<file path="src/rtl/store_lane_queue.sv">
module store_lane_queue #(
  parameter int DEPTH = 4
) (
  input  logic        clk,
  input  logic        rst_n,
  input  logic        in_valid,
  output logic        in_ready,
  input  logic [2:0]  in_kind,
  input  logic [1:0]  in_addr,
  input  logic [31:0] in_data,
  input  logic [31:0] in_data_hi,
  input  logic        in_from_sr,
  output logic        range_err,
  output logic        full,
  input  logic        out_pop,
  output logic        out_valid,
  output logic [31:0] out_data,
  output logic [3:0]  out_be
);
  localparam int PW = (DEPTH > 2) ? $clog2(DEPTH) : 1;
  localparam int CW = PW + 1;
  localparam logic [2:0] K_UB = 3'd0, K_SB = 3'd1, K_UH = 3'd2, K_SH = 3'd3, K_DW = 3'd5;

  logic [31:0]   slot_data [DEPTH];
  logic [1:0]    slot_addr [DEPTH];
  logic [2:0]    slot_kind [DEPTH];
  logic [PW-1:0] wr_ptr, rd_ptr;
  logic [CW-1:0] count;

  wire           accept  = in_valid && in_ready;
  wire           is_pair = in_kind == K_DW;
  wire           take    = out_pop && out_valid;
  wire [31:0]    src_lo  = in_from_sr ? 32'd0 : in_data;
  wire [31:0]    src_hi  = in_from_sr ? 32'd0 : in_data_hi;
  wire           sb_bad  = !((&src_lo[31:7]) || !(|src_lo[31:7]));
  wire           sh_bad  = !((&src_lo[31:15]) || !(|src_lo[31:15]));
  wire           bad     = (in_kind == K_SB && sb_bad) || (in_kind == K_SH && sh_bad);
  wire [PW-1:0]  wr_next = wr_ptr + 1'b1;
  wire [CW-1:0]  n_push  = accept ? (is_pair ? CW'(2) : CW'(1)) : CW'(0);
  wire [CW-1:0]  n_pop   = take ? CW'(1) : CW'(0);

  assign in_ready  = count <= CW'(DEPTH - 2);
  assign full      = count == CW'(DEPTH);
  assign out_valid = count != '0;

  always_ff @(posedge clk or negedge rst_n) begin
    if (!rst_n) begin
      wr_ptr    <= '0;
      rd_ptr    <= '0;
      count     <= '0;
      range_err <= 1'b0;
    end else begin
      range_err <= accept && bad;
      count     <= count + n_push - n_pop;
      if (take) rd_ptr <= rd_ptr + 1'b1;
      if (accept) wr_ptr <= is_pair ? wr_ptr + PW'(2) : wr_next;
    end
  end

  always_ff @(posedge clk) begin
    if (accept) begin
      slot_data[wr_ptr] <= src_lo;
      slot_addr[wr_ptr] <= in_addr;
      slot_kind[wr_ptr] <= in_kind;
      if (is_pair) begin
        slot_data[wr_next] <= src_hi;
        slot_addr[wr_next] <= in_addr;
        slot_kind[wr_next] <= in_kind;
      end
    end
  end

  wire [31:0] h_data = slot_data[rd_ptr];
  wire [1:0]  h_addr = slot_addr[rd_ptr];
  wire [2:0]  h_kind = slot_kind[rd_ptr];

  always_comb begin
    out_data = 32'd0;
    out_be   = 4'd0;
    if (out_valid) begin
      case (h_kind)
        K_UB, K_SB: begin
          out_data = {24'd0, h_data[7:0]} << {h_addr, 3'b000};
          out_be   = 4'b0001 << h_addr;
        end
        K_UH, K_SH: begin
          out_data = {16'd0, h_data[15:0]} << {h_addr[1], 4'b0000};
          out_be   = h_addr[1] ? 4'b1100 : 4'b0011;
        end
        default: begin
          out_data = h_data;
          out_be   = 4'b1111;
        end
      endcase
    end
  end
endmodule

</file>
<file path="config.mk">
export PLATFORM = sky130hd
export DESIGN_NAME = store_lane_queue
export DESIGN_NICKNAME = d
export VERILOG_FILES = /design/src/rtl/store_lane_queue.sv
export SDC_FILE = /design/constraint.sdc
export NUM_CORES = 1
export LEC_CHECK = 0
export BUFFER_PORTS_ARGS = -buffer_cell sky130_fd_sc_hd__buf_2
export CAP_MARGIN = 20
export CORE_ASPECT_RATIO = 1.25
export CORE_MARGIN = 5
export CORE_UTILIZATION = 25
export DETAILED_ROUTE_END_ITERATION = 8
export PLACE_DENSITY_LB_ADDON = 0.3
export SLEW_MARGIN = 20
export SYNTH_ARGS = -nofsm -noshare
export SYNTH_HDL_FRONTEND = slang
export SYNTH_SLANG_ARGS = --single-unit
</file>
<file path="constraint.sdc">
create_clock -name clk -period 3.1 [get_ports clk]
set_input_delay 0.155 -clock clk [delete_from_list [all_inputs] [get_ports clk]]
set_output_delay 0.155 -clock clk [all_outputs]
set_load 0.02 [all_outputs]
</file>
# Word-level counts from Yosys, hierarchy flattened
# Memories as Yosys holds them, arrays and structs flattened.
# Index checks and enable logic that the tools add are counted.
# totals
regBits	8
ramBits	148
in_bits	74
out_inout_bits	40
word_cells	59
memories	3
# memory_table
name	words	word_bits	read_ports	rd_clocked_by_memory_dff	write_ports	line_no	text
slot_data	4	32	1	0	2	24	logic [31:0] slot_data [DEPTH];
slot_kind	4	3	1	0	2	26	logic [2:0] slot_kind [DEPTH];
slot_addr	4	2	1	0	2	25	logic [1:0] slot_addr [DEPTH];
# op_classes
add_sub_neg	5
magnitude_cmp	1
n_eq_ne	7
shifts	3
n_mux	16
n_reduce_logical	20
# ops
operator	count
32-bit two-way mux	3
32-bit one-hot mux with 2 select lines	1
16-bit by 5-bit left shift with 32-bit output	1
8-bit by 5-bit left shift with 32-bit output	1
25-bit AND reduction	1
25-bit OR reduction	1
17-bit AND reduction	1
17-bit OR reduction	1
3-bit by 2-bit == test with 1-bit output, second input constant	3
4-bit two-way mux	2
4-bit one-hot mux with 2 select lines	1
3-bit by 1-bit == test with 1-bit output, second input constant	2
3-bit == test, second input constant	2
1-bit two-way mux	6
2-bit two-way mux	3
1-bit logical AND	5
2-bit by 1-bit adder with 2-bit output, second input constant	2
1-bit zero test	4
2-bit OR reduction	2
1-bit by 2-bit left shift with 4-bit output, first input constant	1
3-bit by 2-bit adder with 3-bit output	1
3-bit by 2-bit <= comparator with 1-bit output, second input constant	1
3-bit zero test	1
1-bit logical OR	3
other kinds (3)	3

# Longest topological paths before layout
# logic_depth
word_depth	8
mapped_depth	11
ltp_nobuf	10

# Worst setup path before layout
# No wires, ideal clock.
# synth_path
kind	reg2reg
from	register count[0]
to	memory slot_addr[1][0] (enable)
setup_ns	0.394
t_arrival_ns	2.503
required_ns	2.706
path_slack_ns	0.203
stages_incl_launch_ff	7
path_buffers	2
period_less_slack_ns	2.897
path_cell_list	dfrtp_1 -> a21oi_1 -> and2_0 -> buf_2 -> nand3_1 -> clkbuf_1 -> nand2_1
# synth_lines
element	line_no	text
start, declared	28	logic [CW-1:0] count;
start signal, assigned	54	count <= count + n_push - n_pop;
end, declared	25	

# Worst setup path in the final report
# layout_path
from	register rd_ptr[0]
to	output port out_data[27]
# layout_via
elab_chain_len	5
elab_cells_between_ends	13
classes_between	eq/ne: 3; shift: 2; mux: 2; reduce/logical: 3; memory: 3
# layout_lines
element	line_no	text
start, declared	27	logic [PW-1:0] wr_ptr, rd_ptr;
start signal, assigned	55	if (take) rd_ptr <= rd_ptr + 1'b1;
parallel branches: the longest is 3 deep, another holds memory 4 x 32 bit	n/a	
32-bit one-hot mux with 2 select lines (*)	81	case (h_kind)
32-bit two-way mux (*)	80	if (out_valid) begin
end, declared	17	output logic [31:0] out_data,
# Every way passes the cells marked *.

==> results.md <==
* Max-cap viol count at 0
* Clock Pin Slew Worst Setup and Hold Paths at 60 ps
* CP Data Required Time at a little under 3000 ps
* Slew headroom at 0.523
* Post-synthesis sequential area ratio at 0.549
* Largest net degree at the start of global routing at 69
* Clk buf depth at 2
* Via density at 4.99
* Net Sw Power at 0.00344 W
* Global-route usage over all layers at 0.150
* Via count at 6,670
* Ys flop type: edfxtp_1
* DP HPWL at 19.0 mm
* Residual DRC at 0
* CP bufs+invs at 2
* Core area at ~0.033 mm^2
* Slowest stage delay, CP at 750 ps
* CP max-delay cell: mux4_1
* DP Area at 0.00930 mm^2
* Hold depth at 1
* Critical path endpoint category: output port
* Routability cong. at 0.820
* Layout cells sized above 1 at 0.232
* Hold_sp: in_kind[1]
* Clk sinks at 152
* EDFF count, synth at 144
* Syn Nets at approximately 880
* Number of CTS-inserted buffers at 17
* Mean routed wirelength per cell at 20.4 um
* Post-CTS setup buffers at 0
* Final Skew at about 8.8 ps
* Crit path time final at 2780 ps
* Root Driver: clkbuf_16
* Commonest non-fill, non-tap cells in the layout: nand2_1, edfxtp_1, a21oi_1
* First-pass GRT wire length at ~41 mm
* RSZ-0062 raised after global routing: false
* Post-DRT Antenna Nets at 0
* Worst skew pair latency at about 430 ps
* Status: finished, final reports clean
* Worst IR drop on VDD at roughly 0.8 mV
* CP Launch Type: flop
* Die area at 0.0367 mm^2
* Vias in the first global route at roughly 6.5k
* Endpoints failing hold at 0
* Buffers on Ports at 113
* Fmax at 360 MHz
* Die height at ~210 um
* Least-Margin Pin Slew at ~720 ps
* Period utilization at 0.896
* Worst Setup SP: rd_ptr[0]
* Setup TNS Final at 0 ps
* Worst hold path type: in -> reg
* Die width at 172 um
* Synth async-reset ratio at 0.0526
* Worst-path maximum fanout at 16
* R2R cell count at 11
* H-tree depth at 4
* Initial Util at 0.253
* Combinational share of power at 0.442
* Max-slew violations at 0
* WP depth at 5
* Row Count at 74
* Warnings, synthesis at 0
* CTS tree: yes
* TritonRoute pass-1 iters at 5
* Post-Layout Inst Area at 0.00994 mm^2
* FF+latch count, synth at 152
* Routed WL at roughly 27 mm
* Internal power at between 0.005 and 0.006 W
* Clock power frac at 0.241
* Area delta synth->final at 20.7%
* Synthesized area at around 0.0082 mm^2
* Switching share of power at 0.399
* Critical Path, Cell by Cell: buf_4 -> mux4_1 -> a221oi_1 -> nor2_1 -> buf_2
* Sequential share of power at 0.317
* Initial antenna violation count at 9
* Crit-path leading delay family: multiplexers
* CP arrival at 2620 ps
* CP Class: reg -> out
* Mapped Cells at 796
* Fillers at ~3.4k
* Nets at 986
* Critical R2R Launch: count[0]
* Io pins at 114
* GR Overflow Total at 0
* PwrDens at around 870 mW/mm^2
* Most common cell after layout, fill and taps aside: nand2_1
* Detailed Route Iter0 Violations at 483
* Distinct cells, synth at 42
* Synth Area per Inst at around 10 um^2
* Leak at 3.78 nW
* Setup Viol. Count Final at 0
## stage by stage
stage / std cells / util / total power (W) / hold slack (ps) / setup slack (ps)
floorplan: 796 / - / 0.00533 / -141 / 203
global placement: 1299 / 0.285 / 0.00660 / 36.6 / 614
detailed placement: 1299 / 0.285 / 0.00663 / 37.6 / 625
CTS: 1335 / 0.305 / 0.00871 / 21.8 / 276
global route: 1335 / 0.305 / 0.00909 / 28.5 / 165
finish: 1337 / 0.305 / 0.00863 / 35.3 / 322
## synth_stat cells, types with 5 or more instances
cell	count	share of area
nand2_1	285	0.13
edfxtp_1	144	0.53
a21oi_1	140	0.085
clkbuf_1	43	0.020
mux4_2	31	0.085
nor2_1	18	0.0082
o21ai_0	14	0.0085
buf_2	10	0.0061
inv_1	10	0.0046
and2_1	9	0.0068
a221oi_1	8	0.0085
a22oi_1	8	0.0073
dfrtp_1	8	0.024
ha_1	7	0.011
nand4_1	6	0.0046
mux4_1	5	0.016
nor4_1	5	0.0038
## metal layers
layer  wire length [um]  track usage
met5                 69            0
met4                722       0.0556
met3               2270       0.0381
met2              13200        0.247
met1              11000        0.189
## cell type report
type,instances,area (um^2),share of cell area
antenna,2,5.00,0.000503
clock buffer,17,425,0.0428
clock inverter,15,168,0.0169
inverter,10,37.5,0.00378
multi-input combinational,576,3400,0.342
sequential,152,4530,0.455
tap,418,523,0.0526
timing repair buffer,147,858,0.0863
## repair_timing
item | CTS | global route
hold buffers | 4 | 0
endpoints found under the hold margin | 20 | 0
resized for setup | 0 | 0
## power by group through the flow
| stage | clock, W | sequential [W] | combinational [W] |
|---|---|---|---|
| final | 0.00208 | 0.00273 | 0.00382 |
| after CTS | 0.00212 | 0.00274 | 0.00386 |
| after floorplan | 0 | 0.00272 | 0.00261 |
| after detailed placement | 0 | 0.00278 | 0.00385 |
| after global placement | 0 | 0.00277 | 0.00383 |
| after global routing | 0.00221 | 0.00277 | 0.00412 |
## worst paths after layout
| path | to | slack, ps |
|---|---|---|
| worst max-delay path | out_data[27] | 320 |
| worst min-delay path | slot_kind[3][1] | 40 |
| worst max register to register | count[2] | 590 |
| worst min register to register | count[2] | 540 |
| max in group asynchronous | rd_ptr[0] | 2750 |
| min in group asynchronous | count[0] | 130 |
## logic make-up (layout without fill, tap and decap cells)
logic type | Yosys count | after routing | share of synthesized area
multiplexers | 39 | 39 | 0.105
buffers and inverters | 68 | 189 | 0.0377
adder cells (fa/ha/maj) | 8 | 8 | 0.0131
other | 0 | 2 | 0
XOR/XNOR | 5 | 5 | 0.00532
flip-flops | 152 | 152 | 0.549
AND/OR/NAND/NOR | 349 | 349 | 0.176
AO/OA/AOI/OAI | 175 | 175 | 0.114
## flip-flops by register name, indices dropped and copies added, names as in the netlist
register / cells
slot_data: 128
range_err: 1
count: 3
slot_addr: 8
rd_ptr: 2
slot_kind: 8
wr_ptr: 2
No activity file was read; power rests on OpenSTA's default activity.
